### src/rtl/irqv_pkg.sv
// Package: irqv_pkg
// Shared register addresses and the service-level encoding of the
// vectored interrupt controller. Assumes a 3-bit register address.
package irqv_pkg;

    localparam logic [2:0] ADDR_SET  = 3'd0;
    localparam logic [2:0] ADDR_CLR  = 3'd1;
    localparam logic [2:0] ADDR_EN   = 3'd2;
    localparam logic [2:0] ADDR_PRIO = 3'd3;
    localparam logic [2:0] ADDR_CTRL = 3'd4;
    localparam logic [2:0] ADDR_LVL  = 3'd5;

    typedef enum logic [1:0] {
        LVL_IDLE = 2'd0,
        LVL_LOW  = 2'd1,
        LVL_HIGH = 2'd2,
        LVL_MASK = 2'd3
    } lvl_t;

endpackage

### src/rtl/irqv_req_bank.sv
// Module: irqv_req_bank
// Holds one pending flag per source. Hardware and software sets win over
// software clears and over the clear caused by a take in the same cycle.
// Assumes take_clr_i carries at most one bit.
module irqv_req_bank #(
    parameter int NUM_SRC = 8
) (
    input  logic               clk,
    input  logic               rst_n,
    input  logic [NUM_SRC-1:0] hw_req_i,
    input  logic [NUM_SRC-1:0] sw_set_i,
    input  logic [NUM_SRC-1:0] sw_clr_i,
    input  logic [NUM_SRC-1:0] take_clr_i,
    output logic [NUM_SRC-1:0] flag_o
);

    logic [NUM_SRC-1:0] flag_q;
    logic [NUM_SRC-1:0] set_all;

    // Merge both set sources into one vector.
    always_comb begin
        set_all = hw_req_i | sw_set_i;
    end

    // Update the pending flags: set wins over any clear.
    always_ff @(posedge clk) begin
        if (!rst_n) begin
            flag_q <= '0;
        end else begin
            flag_q <= (flag_q & ~sw_clr_i & ~take_clr_i) | set_all;
        end
    end

    assign flag_o = flag_q;

    // every set request is visible one edge later.
    a_r1_set_lands: assert property (@(posedge clk) disable iff (!rst_n)
        $past(rst_n) |-> ((flag_q & $past(set_all)) == $past(set_all)));

    // a flag that is neither cleared nor taken stays set.
    a_r4_flag_holds: assert property (@(posedge clk) disable iff (!rst_n)
        $past(rst_n) |-> ((flag_q & $past(flag_q & ~sw_clr_i & ~take_clr_i))
                         == $past(flag_q & ~sw_clr_i & ~take_clr_i)));

endmodule

### src/rtl/irqv_pick.sv
// Module: irqv_pick
// Fixed-priority selector: reports whether any eligible bit is set and
// the index of the lowest-numbered one. Purely combinational.
module irqv_pick #(
    parameter int NUM_SRC = 8,
    localparam int IW = $clog2(NUM_SRC)
) (
    input  logic [NUM_SRC-1:0] elig_i,
    output logic               grant_v_o,
    output logic [IW-1:0]      grant_idx_o
);

    // Scan from the top down so the lowest set bit is the last assignment.
    always_comb begin
        grant_v_o   = 1'b0;
        grant_idx_o = '0;
        for (int i = NUM_SRC - 1; i >= 0; i--) begin
            if (elig_i[i]) begin
                grant_v_o   = 1'b1;
                grant_idx_o = IW'(i);
            end
        end
    end

    // no eligible bit lies below the granted index.
    always_comb begin
        if (grant_v_o) begin
            a_r6_lowest_wins: assert ((elig_i & ((NUM_SRC'(1) << grant_idx_o) - NUM_SRC'(1))) == '0);
        end
    end

endmodule

### src/rtl/irqv_level.sv
// Module: irqv_level
// Tracks the service level and a small stack of the levels that were
// active before each outstanding take. Priority among the inputs:
// level write, then return, then take. Assumes NEST_DEPTH >= 2; a push
// beyond NEST_DEPTH is dropped.
module irqv_level
    import irqv_pkg::*;
#(
    parameter int NEST_DEPTH = 2,
    localparam int SW = 2 * NEST_DEPTH,
    localparam int DW = $clog2(NEST_DEPTH + 1)
) (
    input  logic clk,
    input  logic rst_n,
    input  logic take_i,
    input  logic take_hi_i,
    input  logic ret_i,
    input  logic wr_i,
    input  lvl_t wr_lvl_i,
    output lvl_t level_o
);

    lvl_t          level_q;
    logic [SW-1:0] stk_q;
    logic [DW-1:0] depth_q;

    // Level and stack update: write, pop on return, push on take.
    always_ff @(posedge clk) begin
        if (!rst_n) begin
            level_q <= LVL_IDLE;
            stk_q   <= '0;
            depth_q <= '0;
        end else if (wr_i) begin
            level_q <= wr_lvl_i;
        end else if (ret_i) begin
            if (depth_q != '0) begin
                level_q <= lvl_t'(stk_q[1:0]);
                stk_q   <= stk_q >> 2;
                depth_q <= depth_q - 1'b1;
            end
        end else if (take_i) begin
            level_q <= take_hi_i ? LVL_HIGH : LVL_LOW;
            if (depth_q != DW'(NEST_DEPTH)) begin
                stk_q   <= {stk_q[SW-3:0], level_q};
                depth_q <= depth_q + 1'b1;
            end
        end
    end

    assign level_o = level_q;

    // a return with a saved entry restores the top of the stack.
    a_r9_return_restores: assert property (@(posedge clk) disable iff (!rst_n)
        (ret_i && !wr_i && depth_q != '0) |=> (level_q == lvl_t'($past(stk_q[1:0]))));

    // a take always leaves a non-idle level.
    a_r8_take_raises: assert property (@(posedge clk) disable iff (!rst_n)
        (take_i && !ret_i && !wr_i) |=> (level_q != LVL_IDLE));

endmodule

### src/rtl/irq_vector_ctrl.sv
// Module: irq_vector_ctrl
// Top of the vectored interrupt controller. Holds the configuration
// registers, forms the per-source eligibility, registers the take strobe
// and vector, and drives the power-down release output. Assumes
// NUM_SRC is between 4 and 32 and that writes and returns are single-cycle.
module irq_vector_ctrl
    import irqv_pkg::*;
#(
    parameter int NUM_SRC    = 8,
    parameter int NEST_DEPTH = 2,
    localparam int IW = $clog2(NUM_SRC)
) (
    input  logic               clk,
    input  logic               rst_n,
    input  logic [NUM_SRC-1:0] hw_req_i,
    input  logic               cfg_wr_i,
    input  logic [2:0]         cfg_addr_i,
    input  logic [NUM_SRC-1:0] cfg_wdata_i,
    input  logic               iret_i,
    output logic               take_o,
    output logic [IW-1:0]      vec_o,
    output logic               wake_o,
    output logic [NUM_SRC-1:0] req_pend_o,
    output logic [1:0]         level_o
);

    logic [NUM_SRC-1:0] en_q;
    logic [NUM_SRC-1:0] prio_q;
    logic               ime_q;
    logic [NUM_SRC-1:0] req_q;
    logic [NUM_SRC-1:0] sw_set;
    logic [NUM_SRC-1:0] sw_clr;
    logic [NUM_SRC-1:0] take_clr;
    logic [NUM_SRC-1:0] elig;
    logic               lvl_wr;
    logic               grant_v;
    logic [IW-1:0]      grant_idx;
    logic               fire;
    logic               take_q;
    logic [IW-1:0]      vec_q;
    lvl_t               level_w;

    // Decode the register write port into set, clear and level strobes.
    always_comb begin
        sw_set = (cfg_wr_i && cfg_addr_i == ADDR_SET) ? cfg_wdata_i : '0;
        sw_clr = (cfg_wr_i && cfg_addr_i == ADDR_CLR) ? cfg_wdata_i : '0;
        lvl_wr = cfg_wr_i && (cfg_addr_i == ADDR_LVL);
    end

    // Configuration registers: enables, priority mask, master enable.
    always_ff @(posedge clk) begin
        if (!rst_n) begin
            en_q   <= '0;
            prio_q <= '0;
            ime_q  <= 1'b0;
        end else if (cfg_wr_i) begin
            case (cfg_addr_i)
                ADDR_EN:   en_q   <= cfg_wdata_i;
                ADDR_PRIO: prio_q <= cfg_wdata_i;
                ADDR_CTRL: ime_q  <= cfg_wdata_i[0];
                default:   ;
            endcase
        end
    end

    irqv_req_bank #(
        .NUM_SRC(NUM_SRC)
    ) req_bank_i (
        .clk       (clk),
        .rst_n     (rst_n),
        .hw_req_i  (hw_req_i),
        .sw_set_i  (sw_set),
        .sw_clr_i  (sw_clr),
        .take_clr_i(take_clr),
        .flag_o    (req_q)
    );

    // Per-source eligibility from flag, enable, master enable and level.
    always_comb begin
        for (int i = 0; i < NUM_SRC; i++) begin
            elig[i] = req_q[i] && en_q[i] && ime_q &&
                      ((level_w == LVL_IDLE) || (level_w == LVL_LOW && prio_q[i]));
        end
    end

    irqv_pick #(
        .NUM_SRC(NUM_SRC)
    ) pick_i (
        .elig_i     (elig),
        .grant_v_o  (grant_v),
        .grant_idx_o(grant_idx)
    );

    // A take is suppressed in cycles that return or rewrite the level.
    always_comb begin
        fire     = grant_v && !iret_i && !lvl_wr;
        take_clr = fire ? (NUM_SRC'(1) << grant_idx) : '0;
    end

    irqv_level #(
        .NEST_DEPTH(NEST_DEPTH)
    ) level_i (
        .clk      (clk),
        .rst_n    (rst_n),
        .take_i   (fire),
        .take_hi_i(prio_q[grant_idx]),
        .ret_i    (iret_i),
        .wr_i     (lvl_wr),
        .wr_lvl_i (lvl_t'(cfg_wdata_i[1:0])),
        .level_o  (level_w)
    );

    // Register the take strobe and the vector for the CPU side.
    always_ff @(posedge clk) begin
        if (!rst_n) begin
            take_q <= 1'b0;
            vec_q  <= '0;
        end else begin
            take_q <= fire;
            if (fire) begin
                vec_q <= grant_idx;
            end
        end
    end

    assign take_o     = take_q;
    assign vec_o      = vec_q;
    assign wake_o     = |(req_q[NUM_SRC-1:1] & en_q[NUM_SRC-1:1]);
    assign req_pend_o = req_q;
    assign level_o    = level_w;

    // a take follows a cycle with the master enable on.
    a_r5_take_needs_master: assert property (@(posedge clk) disable iff (!rst_n)
        take_q |-> $past(ime_q));

    // a take only starts from level 0 or 1.
    a_r7_level_open: assert property (@(posedge clk) disable iff (!rst_n)
        take_q |-> (($past(level_w) == LVL_IDLE) || ($past(level_w) == LVL_LOW)));

    // the serviced flag is clear unless it was set again at the take edge.
    a_r8_flag_cleared: assert property (@(posedge clk) disable iff (!rst_n)
        (take_q && ((($past(hw_req_i | sw_set)) >> vec_q) & NUM_SRC'(1)) == '0)
        |-> (((req_q >> vec_q) & NUM_SRC'(1)) == '0));

    // source 0 alone never wakes the device.
    a_r10_src0_silent: assert property (@(posedge clk) disable iff (!rst_n)
        ((req_q & en_q) == NUM_SRC'(1)) |-> !wake_o);

endmodule

### config.mk
export PLATFORM = sky130hd
export DESIGN_NAME = irq_vector_ctrl
export DESIGN_NICKNAME = d
export VERILOG_FILES = /design/src/rtl/irqv_pkg.sv /design/src/rtl/irqv_req_bank.sv /design/src/rtl/irqv_pick.sv /design/src/rtl/irqv_level.sv /design/src/rtl/irq_vector_ctrl.sv
export SDC_FILE = /design/constraint.sdc
export NUM_CORES = 1
export LEC_CHECK = 0
export ABC_AREA = 1
export ABC_CLOCK_PERIOD_IN_PS = 2850
export BUFFER_PORTS_ARGS = -buffer_cell sky130_fd_sc_hd__buf_2
export CAP_MARGIN = 20
export CORE_UTILIZATION = 33
export CTS_CLUSTER_SIZE = 40
export DETAILED_ROUTE_END_ITERATION = 8
export MAX_ROUTING_LAYER = met4
export SLEW_MARGIN = 20
export SYNTH_ARGS = -nofsm -noshare
export SYNTH_HDL_FRONTEND = slang
export SYNTH_SLANG_ARGS = --single-unit
### constraint.sdc
create_clock -name clk -period 2.85 [get_ports clk]
set_input_delay 0.57 -clock clk [delete_from_list [all_inputs] [get_ports clk]]
set_output_delay 0.57 -clock clk [all_outputs]
set_load 0.005 [all_outputs]
==> reports/metrics.cfg <==
[critical_path]
end_kind = primary output
crit_cells = 5
critPathBufInv = 2
rrSetupSlack_ns = 0.90
crit_required_ns = 2.28
max_stage_delay_ns = 0.34
rr_worst_depth = 16
r2r-end = level_i.level_o[1]
critical_path.max_fanout = 3
cp_slowest_cell = nor4_1
worstPathCellList = nand2_1 -> inv_1 -> nor4_1 -> nand4_1 -> buf_2
crit_family = simple AND/OR/NAND/NOR gates
cp-start-kind = register
crit_path_start = req_bank_i.flag_o[1]
worstReg2RegStart = level_i.level_o[1]
path_class = reg2out
worstPathArrival_ns = 1.43

[yosys]
synth_cell_types = 29
synth-simple-area-share_pct = 26.3
syn-cell-area_um2 = 1890
synth_compound_area_share_pct = 23.9
synth-xor-area-share_pct = 0.463
synth_warnings = 0
synth_top_family_by_area = simple AND/OR/NAND/NOR gates
synthAdderAreaFrac_pct = 0
ys_seq_area_share_pct = 39.1
synthCells = 272
synthesis.nets = 295
postSynthAreaPerCell_um2 = 6.96
ys_ff_latch = 37
synthMuxAreaShare_pct = 0

[run_status]
status = complete, no violations

[pwr]
peakVddDrop_v = 0.000177
p_per_area_nw_per_um2 = 458
power.leakage_nw = 1.06

[sta]
finalHoldViolCount = 0
skew_ns = 0.00521
fin_crit_ns = 2.00
period_share_pct = 70.2
setup_tns_ns = 0
setup_viol = 0
finalMaxSlewViolations = 0
fmax_mhz = 500
relSlewSlack_pct = 59.2
finalWorstSetupSlack_ns = 0.849
worst_slew_pin_slew_ns = 0.610
rsz0062_at_grt = no

[placed_design]
pre_cts_ws_ns = 0.685
hpwl_um = 4020
place_congestion = 0.931
port_buffers = 37

[die]
rows = 27
io_pins = 38
chipWidth_um = 77.7
fp.dieArea_um2 = 6040
start_util_pct = 34.4
core_um2 = 5510
die_h_um = 77.7

[cts]
root_buffer = clkbuf_8
ctsHoldBuffers = 0
cts_inserted_buffers = 5
clk_pin_slew_ns = 0.07
cts_setup_buffers = 0
cts_resized = 0
clk_latency_ns = 0.29
htreeDepth = 2
cts_sinks = 37
tritoncts = done
cts_buffer_depth = 2

[grt]
grt_usage_pct = 19.1
grt_pass1_wl_um = 8730
antenna_found_initial = 0
grt_pass1_vias = 1789
grt_max_degree = 24
grt_overflow_total = 0

[finish]
finish.utilization_pct = 40.8
drive_above_1_share_pct = 20.7
multi_input_area_um2 = 958
fill_cells = 608
num_antenna_cells = 0
fin_nets = 336
syn_to_final_growth_pct = 18.7
regArea_um2 = 741

[min_path]
hold-path-endpoint = level_i.stk_q[2]
hp-class = reg2reg
hp-start = level_i.stk_q[2]
min_path_cells = 2

[routing]
drt_iter0_markers = 209
post-route-drc-count = 0
firstDrtPassIters = 4
vias = 1960
antenna_left = 0
wl_per_cell_um = 13.7
vias_per_cell = 5.08
drt-total-wl_um = 5280

[flow_run]
drv_cap = 0

[kinds of logic after synthesis]
kind of cell,Yosys count
AOI/OAI and AO/OA,74
buffers and inverters,51
and+or+nand+nor,109
xor gates and xnor gates,1
DFF,37
[how the worst max path moves through the flow]
stage	end	slack [ns]
2_1_floorplan	level_i.depth_q[1]	1.11
3_3_place_gp	level_i.depth_q[1]	0.71
3_5_place_dp	level_i.depth_q[1]	0.69
4_1_cts	wake_o	0.88
5_1_grt	level_i.level_o[1]	0.66
6_report	wake_o	0.85
[synthesized netlist by cell type (all sizes together)]
master / number / share of area [%]
o221ai: 6 / 2.8
o22ai: 1 / 0.33
xor2: 1 / 0.46
clkbuf: 5 / 0.99
nor2: 26 / 6.1
nor3: 2 / 0.53
o21ai: 25 / 7.2
o211ai: 6 / 3.1
a31oi: 8 / 2.6
nand3: 17 / 4.8
a311oi: 1 / 0.46
nor4: 1 / 0.33
nand4: 4 / 1.7
dfxtp: 37 / 39
a21oi: 27 / 7.3
inv: 46 / 9.3
nand2: 59 / 13
[through the flow]
step / total power [mW] / hold slack, ns / area (µm²) / std cells
5_1_grt: 1.08 / 0.486 / 2250 / 386
3_5_place_dp: 0.681 / 0.458 / 2160 / 378
3_3_place_gp: 0.680 / 0.450 / 2160 / 378
2_1_floorplan: 0.626 / 0.437 / 1890 / 272
4_1_cts: 1.03 / 0.470 / 2250 / 386
6_report: 1.03 / 0.466 / 2250 / 386
[worst reg2reg max path, stage by stage, from the launching register on]
cell	delay, ns
dfxtp_1	0.39
inv_2	0.10
nand2_1	0.09
nor2_1	0.14
nand3_1	0.09
nand2_1	0.06
nand2_1	0.05
nand2_1	0.06
nand2_1	0.09
nand2_2	0.12
nand2_1	0.16
nand2_1	0.10
nand3_1	0.06
nand2_1	0.10
nand3_2	0.09
nand2_1	0.07
a21oi_1	0.05
[cell type report]
cell class	count	share of cell area (%)
tap	72	4.01
clock inverter	2	0.445
clock buffer	6	3.23
inverter	46	7.80
timing repair buffer	39	8.91
sequential	37	33.0
multi-input combinational	184	42.7
[flip-flops by register name (all words and copies together), names as in the netlist]
name,count
level_i.level_o,2
en_q,8
prio_q,8
take_o,1
level_i.depth_q,2
vec_o,3
req_bank_i.flag_o,8
ime_q,1
level_i.stk_q,4
[placed cells by master, fill, tap and decap left out, types with 8 or more instances in the layout]
master / count
a21oi_1: 26
buf_2: 37
nand3_1: 16
nand2_1: 52
dfxtp_1: 37
o21ai_0: 23
nor2_1: 24
a31oi_1: 8
inv_1: 41
[routing by layer]
layer	wire (µm)	share of wire, %	vias up	global-route usage, %
met5	0	0	-	-
met1	2480	47	909	25.1
met3	264	5.0	8	3.18
met4	48	0.91	0	4.91
met2	2490	47	59	30.4
li1	-	-	984	-
[where the power goes]
group | internal, mW | switching [mW] | leakage (nW)
clock network | 0.170 | 0.190 | 0.0450
logic | 0.0443 | 0.0721 | 0.709
registers | 0.537 | 0.0157 | 0.302
Note: power is estimated with default switching activity, not from simulation.
